===== src/rtl/dss_pkg.sv =====
package dss_pkg;

  localparam int DSS_SUB_LEN = 16;
  localparam int DSS_IDX_W   = 4;
  localparam int DSS_NSUB    = 2;
  localparam int DSS_CHIRPS  = DSS_SUB_LEN * DSS_NSUB;
  localparam int DSS_COEF_W  = 16;

  typedef enum logic [2:0] {
    DSS_IDLE = 3'b000,
    DSS_PRE  = 3'b001,
    DSS_LOAD = 3'b010,
    DSS_WAIT = 3'b011,
    DSS_OUT  = 3'b100
  } dss_state_e;

  // Symmetric 16-point Hamming taps in Q15; taps 8..15 mirror taps 7..0.
  function automatic logic [DSS_COEF_W-1:0] dss_hamming(input logic [DSS_IDX_W-1:0] n);
    logic [DSS_IDX_W-2:0] h;
    h = n[DSS_IDX_W-1] ? ~n[DSS_IDX_W-2:0] : n[DSS_IDX_W-2:0];
    case (h)
      3'd0:    return 16'd2621;
      3'd1:    return 16'd3925;
      3'd2:    return 16'd7609;
      3'd3:    return 16'd13037;
      3'd4:    return 16'd19270;
      3'd5:    return 16'd25231;
      3'd6:    return 16'd29889;
      default: return 16'd32439;
    endcase
  endfunction

  // Zero-velocity test on the bin index within one half.
  function automatic logic dss_is_dc(input logic [DSS_IDX_W:0] bin);
    return bin[DSS_IDX_W-1:0] == '0;
  endfunction

endpackage


===== src/rtl/dss_window.sv =====
module dss_window
  import dss_pkg::*;
#(
  parameter int W = 16
) (
  input  logic [W-1:0]         smp,
  input  logic [DSS_IDX_W-1:0] pos,
  output logic [W-1:0]         y
);

  localparam int PW   = W + DSS_COEF_W + 1;
  localparam int FRAC = DSS_COEF_W - 1;
  localparam logic signed [PW-1:0] HALF = PW'(1) << (FRAC - 1);

  function automatic logic [W-1:0] apply_tap(input logic [W-1:0] s, input logic [DSS_COEF_W-1:0] c);
    logic signed [W-1:0]          a;
    logic signed [DSS_COEF_W:0]   b;
    logic signed [PW-1:0]         p;
    a = s;
    b = {1'b0, c};
    p = PW'(a) * PW'(b);
    p = p + HALF;
    return p[W+FRAC-1:FRAC];
  endfunction

  assign y = apply_tap(smp, dss_hamming(pos));

endmodule


===== src/rtl/dss_frame_buf.sv =====
module dss_frame_buf
  import dss_pkg::*;
#(
  parameter int W          = 16,
  parameter int RANGE_BINS = 4
) (
  input  logic          clk,
  input  logic          rst_n,
  input  logic          wr_en,
  input  logic          wr_restart,
  input  logic [W-1:0]  wr_data,
  output logic          full,
  input  logic          rd_en,
  input  logic [$clog2(RANGE_BINS)+DSS_IDX_W:0] rd_addr,
  output logic [W-1:0]  rd_data
);

  localparam int RB_W  = $clog2(RANGE_BINS);
  localparam int CH_W  = DSS_IDX_W + 1;
  localparam int AW    = RB_W + CH_W;
  localparam int DEPTH = RANGE_BINS * DSS_CHIRPS;

  logic [W-1:0]    mem [DEPTH];
  logic [RB_W-1:0] wr_rb, rb_cur;
  logic [CH_W-1:0] wr_ch, ch_cur;
  logic [AW-1:0]   wr_addr;
  logic            rb_wrap, ch_wrap;

  always_comb begin
    rb_cur  = wr_restart ? '0 : wr_rb;
    ch_cur  = wr_restart ? '0 : wr_ch;
    rb_wrap = rb_cur == RB_W'(RANGE_BINS - 1);
    ch_wrap = ch_cur == CH_W'(DSS_CHIRPS - 1);
    wr_addr = {rb_cur, ch_cur};
  end

  always_ff @(posedge clk) begin
    if (!rst_n) begin
      wr_rb <= '0;
      wr_ch <= '0;
      full  <= 1'b0;
    end else begin
      full <= 1'b0;
      if (wr_en) begin
        if (rb_wrap) begin
          wr_rb <= '0;
          wr_ch <= ch_wrap ? '0 : ch_cur + CH_W'(1);
          full  <= ch_wrap;
        end else begin
          wr_rb <= rb_cur + RB_W'(1);
          wr_ch <= ch_cur;
        end
      end else if (wr_restart) begin
        wr_rb <= '0;
        wr_ch <= '0;
      end
    end
  end

  always_ff @(posedge clk) begin
    if (wr_en) mem[wr_addr] <= wr_data;
    if (rd_en) rd_data <= mem[rd_addr];
  end

  p_rd_in_range_r6: assert property (@(posedge clk) disable iff (!rst_n)
    rd_en |-> int'(rd_addr) < DEPTH);

endmodule


===== src/rtl/dss_ctrl.sv =====
module dss_ctrl
  import dss_pkg::*;
#(
  parameter int W          = 16,
  parameter int RANGE_BINS = 4
) (
  input  logic                  clk,
  input  logic                  rst_n,
  input  logic                  in_valid,
  input  logic                  frame_start,
  input  logic                  frame_full,
  output logic                  wr_en,
  output logic                  wr_restart,
  output logic                  rd_en,
  output logic [$clog2(RANGE_BINS)+DSS_IDX_W:0] rd_addr,
  output logic [DSS_IDX_W-1:0]  win_idx,
  output logic                  fft_in_valid,
  output logic                  fft_in_last,
  input  logic                  fft_in_ready,
  input  logic                  fft_out_valid,
  input  logic [W-1:0]          fft_out_data,
  output logic                  out_valid,
  output logic [W-1:0]          out_data,
  output logic [$clog2(RANGE_BINS)-1:0] out_rbin,
  output logic [DSS_IDX_W:0]    out_dbin,
  output logic                  frame_complete
);

  localparam int RB_W = $clog2(RANGE_BINS);

  dss_state_e           st;
  logic [RB_W-1:0]      rb;
  logic                 sub;
  logic [DSS_IDX_W-1:0] idx, idx_nxt, k;

  // named internal events
  logic gathering, load_hs, load_end, res_take, res_end, last_rb, dc_hit;

  assign gathering  = (st == DSS_IDLE) && !frame_full;
  assign load_hs    = (st == DSS_LOAD) && fft_in_ready;
  assign load_end   = load_hs && (idx == DSS_IDX_W'(DSS_SUB_LEN - 1));
  assign res_take   = (st == DSS_WAIT) && fft_out_valid;
  assign res_end    = res_take && (k == DSS_IDX_W'(DSS_SUB_LEN - 1));
  assign last_rb    = rb == RB_W'(RANGE_BINS - 1);
  assign dc_hit     = dss_is_dc({sub, k});

  assign idx_nxt      = load_hs ? idx + DSS_IDX_W'(1) : idx;
  assign wr_en        = in_valid && gathering;
  assign wr_restart   = frame_start && gathering;
  assign rd_en        = (st == DSS_PRE) || (st == DSS_LOAD);
  assign rd_addr      = {rb, sub, idx_nxt};
  assign win_idx      = idx;
  assign fft_in_valid = st == DSS_LOAD;
  assign fft_in_last  = fft_in_valid && (idx == DSS_IDX_W'(DSS_SUB_LEN - 1));

  always_ff @(posedge clk) begin
    if (!rst_n) begin
      st             <= DSS_IDLE;
      rb             <= '0;
      sub            <= 1'b0;
      idx            <= '0;
      k              <= '0;
      out_valid      <= 1'b0;
      out_data       <= '0;
      out_rbin       <= '0;
      out_dbin       <= '0;
      frame_complete <= 1'b0;
    end else begin
      out_valid      <= 1'b0;
      frame_complete <= 1'b0;
      case (st)
        DSS_IDLE: if (frame_full) st <= DSS_PRE;
        DSS_PRE:  st <= DSS_LOAD;
        DSS_LOAD: begin
          idx <= idx_nxt;
          if (load_end) st <= DSS_WAIT;
        end
        DSS_WAIT: if (res_take) begin
          out_valid <= 1'b1;
          out_data  <= dc_hit ? '0 : fft_out_data;
          out_rbin  <= rb;
          out_dbin  <= {sub, k};
          k         <= k + DSS_IDX_W'(1);
          if (res_end) st <= DSS_OUT;
        end
        DSS_OUT: begin
          if (sub) begin
            sub <= 1'b0;
            if (last_rb) begin
              rb             <= '0;
              frame_complete <= 1'b1;
              st             <= DSS_IDLE;
            end else begin
              rb <= rb + RB_W'(1);
              st <= DSS_PRE;
            end
          end else begin
            sub <= 1'b1;
            st  <= DSS_PRE;
          end
        end
        default: st <= DSS_IDLE;
      endcase
    end
  end

  p_full_starts_r2: assert property (@(posedge clk) disable iff (!rst_n)
    frame_full |=> st == DSS_PRE);

  p_dc_zero_r8: assert property (@(posedge clk) disable iff (!rst_n)
    (out_valid && out_dbin[DSS_IDX_W-1:0] == '0) |-> out_data == '0);

  p_complete_last_r9: assert property (@(posedge clk) disable iff (!rst_n)
    frame_complete |-> ($past(out_valid) && $past(out_dbin) == '1
                        && $past(out_rbin) == RB_W'(RANGE_BINS - 1)));

  p_no_full_busy_r4: assert property (@(posedge clk) disable iff (!rst_n)
    (st != DSS_IDLE) |-> !frame_full);

endmodule


===== src/rtl/doppler_subframe_seq.sv =====
module doppler_subframe_seq
  import dss_pkg::*;
#(
  parameter int SAMPLE_W   = 16,
  parameter int RANGE_BINS = 4
) (
  input  logic                          clk,
  input  logic                          rst_n,
  input  logic                          in_valid,
  input  logic [SAMPLE_W-1:0]           in_data,
  input  logic                          frame_start,
  output logic                          frame_full,
  output logic                          fft_in_valid,
  output logic [SAMPLE_W-1:0]           fft_in_data,
  output logic                          fft_in_last,
  input  logic                          fft_in_ready,
  input  logic                          fft_out_valid,
  input  logic [SAMPLE_W-1:0]           fft_out_data,
  output logic                          out_valid,
  output logic [SAMPLE_W-1:0]           out_data,
  output logic [$clog2(RANGE_BINS)-1:0] out_rbin,
  output logic [DSS_IDX_W:0]            out_dbin,
  output logic                          frame_complete
);

  localparam int AW = $clog2(RANGE_BINS) + DSS_IDX_W + 1;

  logic                 wr_en, wr_restart, rd_en;
  logic [AW-1:0]        rd_addr;
  logic [SAMPLE_W-1:0]  rd_data;
  logic [DSS_IDX_W-1:0] win_idx;

  dss_frame_buf #(.W(SAMPLE_W), .RANGE_BINS(RANGE_BINS)) u_buf (
    .clk        (clk),
    .rst_n      (rst_n),
    .wr_en      (wr_en),
    .wr_restart (wr_restart),
    .wr_data    (in_data),
    .full       (frame_full),
    .rd_en      (rd_en),
    .rd_addr    (rd_addr),
    .rd_data    (rd_data)
  );

  dss_ctrl #(.W(SAMPLE_W), .RANGE_BINS(RANGE_BINS)) u_ctrl (
    .clk            (clk),
    .rst_n          (rst_n),
    .in_valid       (in_valid),
    .frame_start    (frame_start),
    .frame_full     (frame_full),
    .wr_en          (wr_en),
    .wr_restart     (wr_restart),
    .rd_en          (rd_en),
    .rd_addr        (rd_addr),
    .win_idx        (win_idx),
    .fft_in_valid   (fft_in_valid),
    .fft_in_last    (fft_in_last),
    .fft_in_ready   (fft_in_ready),
    .fft_out_valid  (fft_out_valid),
    .fft_out_data   (fft_out_data),
    .out_valid      (out_valid),
    .out_data       (out_data),
    .out_rbin       (out_rbin),
    .out_dbin       (out_dbin),
    .frame_complete (frame_complete)
  );

  dss_window #(.W(SAMPLE_W)) u_win (
    .smp (rd_data),
    .pos (win_idx),
    .y   (fft_in_data)
  );

  p_offer_hold_r6: assert property (@(posedge clk) disable iff (!rst_n)
    (fft_in_valid && !fft_in_ready) |=> (fft_in_valid && $stable(fft_in_data)));

endmodule


===== config.mk =====
export PLATFORM = sky130hd
export DESIGN_NAME = doppler_subframe_seq
export DESIGN_NICKNAME = d
export VERILOG_FILES = /design/src/rtl/dss_pkg.sv /design/src/rtl/dss_window.sv /design/src/rtl/dss_frame_buf.sv /design/src/rtl/dss_ctrl.sv /design/src/rtl/doppler_subframe_seq.sv
export SDC_FILE = /design/constraint.sdc
export NUM_CORES = 2
export LEC_CHECK = 0
export ABC_AREA = 1
export BUFFER_PORTS_ARGS = -buffer_cell sky130_fd_sc_hd__buf_2
export CORE_MARGIN = 1.5
export CORE_UTILIZATION = 25
export DETAILED_ROUTE_END_ITERATION = 8
export PLACE_DENSITY_LB_ADDON = 0.2
export SLEW_MARGIN = 20
export SYNTH_ARGS = -nofsm -noshare
export SYNTH_HDL_FRONTEND = slang
export SYNTH_SLANG_ARGS = --single-unit
export TNS_END_PERCENT = 50

===== constraint.sdc =====
create_clock -name clk -period 10.1 [get_ports clk]
set_clock_uncertainty 0.2 [all_clocks]
set_input_delay 1.01 -clock clk [delete_from_list [all_inputs] [get_ports clk]]
set_output_delay 1.01 -clock clk [all_outputs]
set_load 0.01 [all_outputs]

==> summary.txt <==
Logic synthesis
  • Net Count, Synth: 8674
  • Top cell type's share of synthesized area: 65.1%
  • Cells after Synth: about 8.3k
  • Syn Std Cell Area: between 90000 and 100000 µm²
  • Syn avg cell area: about 11 µm²
  • EDFF count, synth: 2064
  • Area leader, netlist: edfxtp_1
  • Yosys Warn Count: 0
  • Share of the yosys chip area belonging to registers: around two thirds
  • Dominant synthesized flop cell: edfxtp_1
  • Yosys reg bits: between 2k and 2.5k
  • Ys async rst share: 0%
  • Synth top area cells: edfxtp_1 65%, nand3_1 14%, nand2_1 6.5%
  • Distinct cell type count of the synthesized netlist: 44

Timing
  • Count of pins over their slew limit: 0
  • Slew @ Worst Pin: 1130 ps
  • RSZ-0062 raised after global routing: no
  • Fin Setup TNS: 0 ps
  • Fin. Hold Viols: 0
  • Tmin final: 9440 ps
  • Tcrit/Tclk final: between 90 and 100%
  • Maximum clock rate: between 0.1 and 0.15 GHz
  • Slew HR: 24.3%
  • Final setup violation count: 0

Die
  • Row count: roughly 230
  • Core outline area: between 300000 and 400000 µm²
  • Die area: 384000 µm²
  • Chip Width: around 620 µm
  • Ports: 82
  • Die height: 620 µm
  • Initial core utilization: 25.1%

Finish
  • Layout cells sized above 1: 7.47%
  • Final net count: about 8.6k
  • Most frequent cells in the layout: 2730 x nand3_1, 2064 x edfxtp_1, 1641 x nand2_1, 405 x inv_1, 281 x nor2_1
  • Most common library cell in the layout ignoring fill and taps: nand3_1
  • Area Growth Syn to Fin: 14.2%

Detailed routing
  • Residual DRC: 0
  • Vias: between 60k and 70k
  • Wirelength per Cell: about 24 µm
  • DR iter-0 viols: around 5.7k
  • Remaining antenna violation count: 0
  • Drt total wl: 320000 µm
  • Via density: around 4.8
  • First-pass DRT Iterations: 6

Critical path
  • Slowest stage cell, crit path: fa_1
  • WP data arrival: 8230 ps
  • CP Capture Type: output pin
  • Max incr delay on CP: 540 ps
  • Crit-path most repeated cell: fa_1
  • Critical path peak fanout: 22
  • Kind of start point of the critical path: flip-flop
  • Crit path kind: flip-flop to output pin
  • Critical Path RT: roughly 9000 ps

Clocking
  • Clock Path Buffers: 4
  • # clock sinks: 2111
  • Worst-path clk slew: 60 ps
  • TritonCTS clock tree: yes
  • Number of H-tree levels: 4
  • Root Buffer: clkbuf_16
  • Total CTS buffers: about 230
  • Worst-Skew Late Latency: a little over 900 ps

GRT
  • Antenna violations before repair: 15
  • Congestion Overflow GR: 0
  • Pin count of the biggest net entering global routing: between 150 and 200
  • Vias in the first global route: 63.3k
  • Total track usage: 16.3%
  • First-pass GRT wire length: 464000 µm

Placement
  • GPL Wtd Cong: between 0.8 and 0.9
  • Port-buffer cells: 81
  • Final HPWL DP: between 150000 and 200000 µm

Min path
  • Worst hold-check path type: primary input to flip-flop

Run status
  • Status: completed

Run
  • MaxCap Viol Count: 0
[worst max-delay path: cells and delay by family (launching register included)]
kind,cells,cell delay [ps]
compound gates,3,650
fa+ha+maj,8,3540
buf+inv,8,1110
flops,1,470
simple gates,10,1550
[layer usage]
layer	up-vias	part of all wire (%)	GRT usage [%]
met5	-	0	0
met4	0	2.8	4.47
met3	410	5.1	2.20
met2	1681	47	26.4
met1	32900	46	22.7
li1	29300	-	-
[worst paths after layout]
path | start | end | slack, ps | depth (start not counted)
worst max-delay path | u_ctrl.win_idx[3] | fft_in_data[15] | 660 | 29
worst min-delay path | fft_out_data[12] | u_ctrl.out_data[12] | 200 | 3
worst max register to register | u_ctrl.st[1] | u_buf.rd_data[0] | 4270 | 12
worst min register to register | u_ctrl.out_data[0] | u_ctrl.out_data[0] | 270 | 2
[cells by family (layout without fill, tap and decap cells)]
group / Yosys count / count (layout) / share of synthesized area, %
compound gates: 131 / 131 / 0.759
xor+xnor: 24 / 24 / 0.229
fa+ha+maj: 342 / 342 / 6.39
buf+inv: 974 / 1118 / 4.20
flops: 2111 / 2111 / 66.1
other cells: 0 / 12 / 0
simple gates: 4712 / 4712 / 22.3
[per-stage QoR]
step	area [µm²]	std cells	hold WS (ps)	util, %	setup WS [ps]
floorplan	95200	8294	270	-	2660
CTS	109000	13500	140	28.7	97.9
detailed placement	102000	13000	259	26.8	1050
global route	109000	13500	185	28.7	17.6
global placement	102000	13000	253	26.8	1070
finish	109000	13500	205	28.7	656
[layout make-up]
class	instances	area (µm²)
repair buffers	294	2400
diodes	12	30.0
clock inverters	122	960
multi-input cells	5209	28400
inverters	417	1580
clock buffers	285	6000
fillers	38900	270000
flip-flops and latches	2111	62900
well taps	5016	6280
[registers in the layout, summed over array words and instances (netlist names)]
register and cells:
u_ctrl.st 3, u_ctrl.win_idx 4, u_buf.wr_rb 2, u_buf.full 1
u_ctrl.k 4, u_buf.rd_data 16, u_ctrl.rb 2, u_ctrl.out_rbin 2
u_ctrl.out_valid 1, u_buf.mem 2048, u_buf.wr_ch 5, u_ctrl.out_dbin 5
u_ctrl.sub 1, u_ctrl.frame_complete 1, u_ctrl.out_data 16
[synth_stat cells (3+ instances only)]
library cell,n
nand3_1,2734
clkinv_1,6
inv_2,3
nand4_1,7
nand2_1,1642
edfxtp_1,2064
a21o_1,6
ha_1,102
dfxtp_1,47
xnor2_1,11
buf_2,250
nor3_1,16
fa_1,240
a21oi_1,71
buf_4,7
xor2_1,12
clkbuf_1,234
a31oi_1,5
inv_1,408
nor2_1,297
o21ai_0,35
buf_1,64
nor4_1,4
[repair_timing]
item,4_1_cts,5_1_grt
resized for setup,0,4
endpoints found under the setup margin,0,8
hold buffers,0,0
setup buffers,0,0
Power is not shown: default switching activity piles up to over one toggle a cycle in this logic, so the estimate is an artifact.
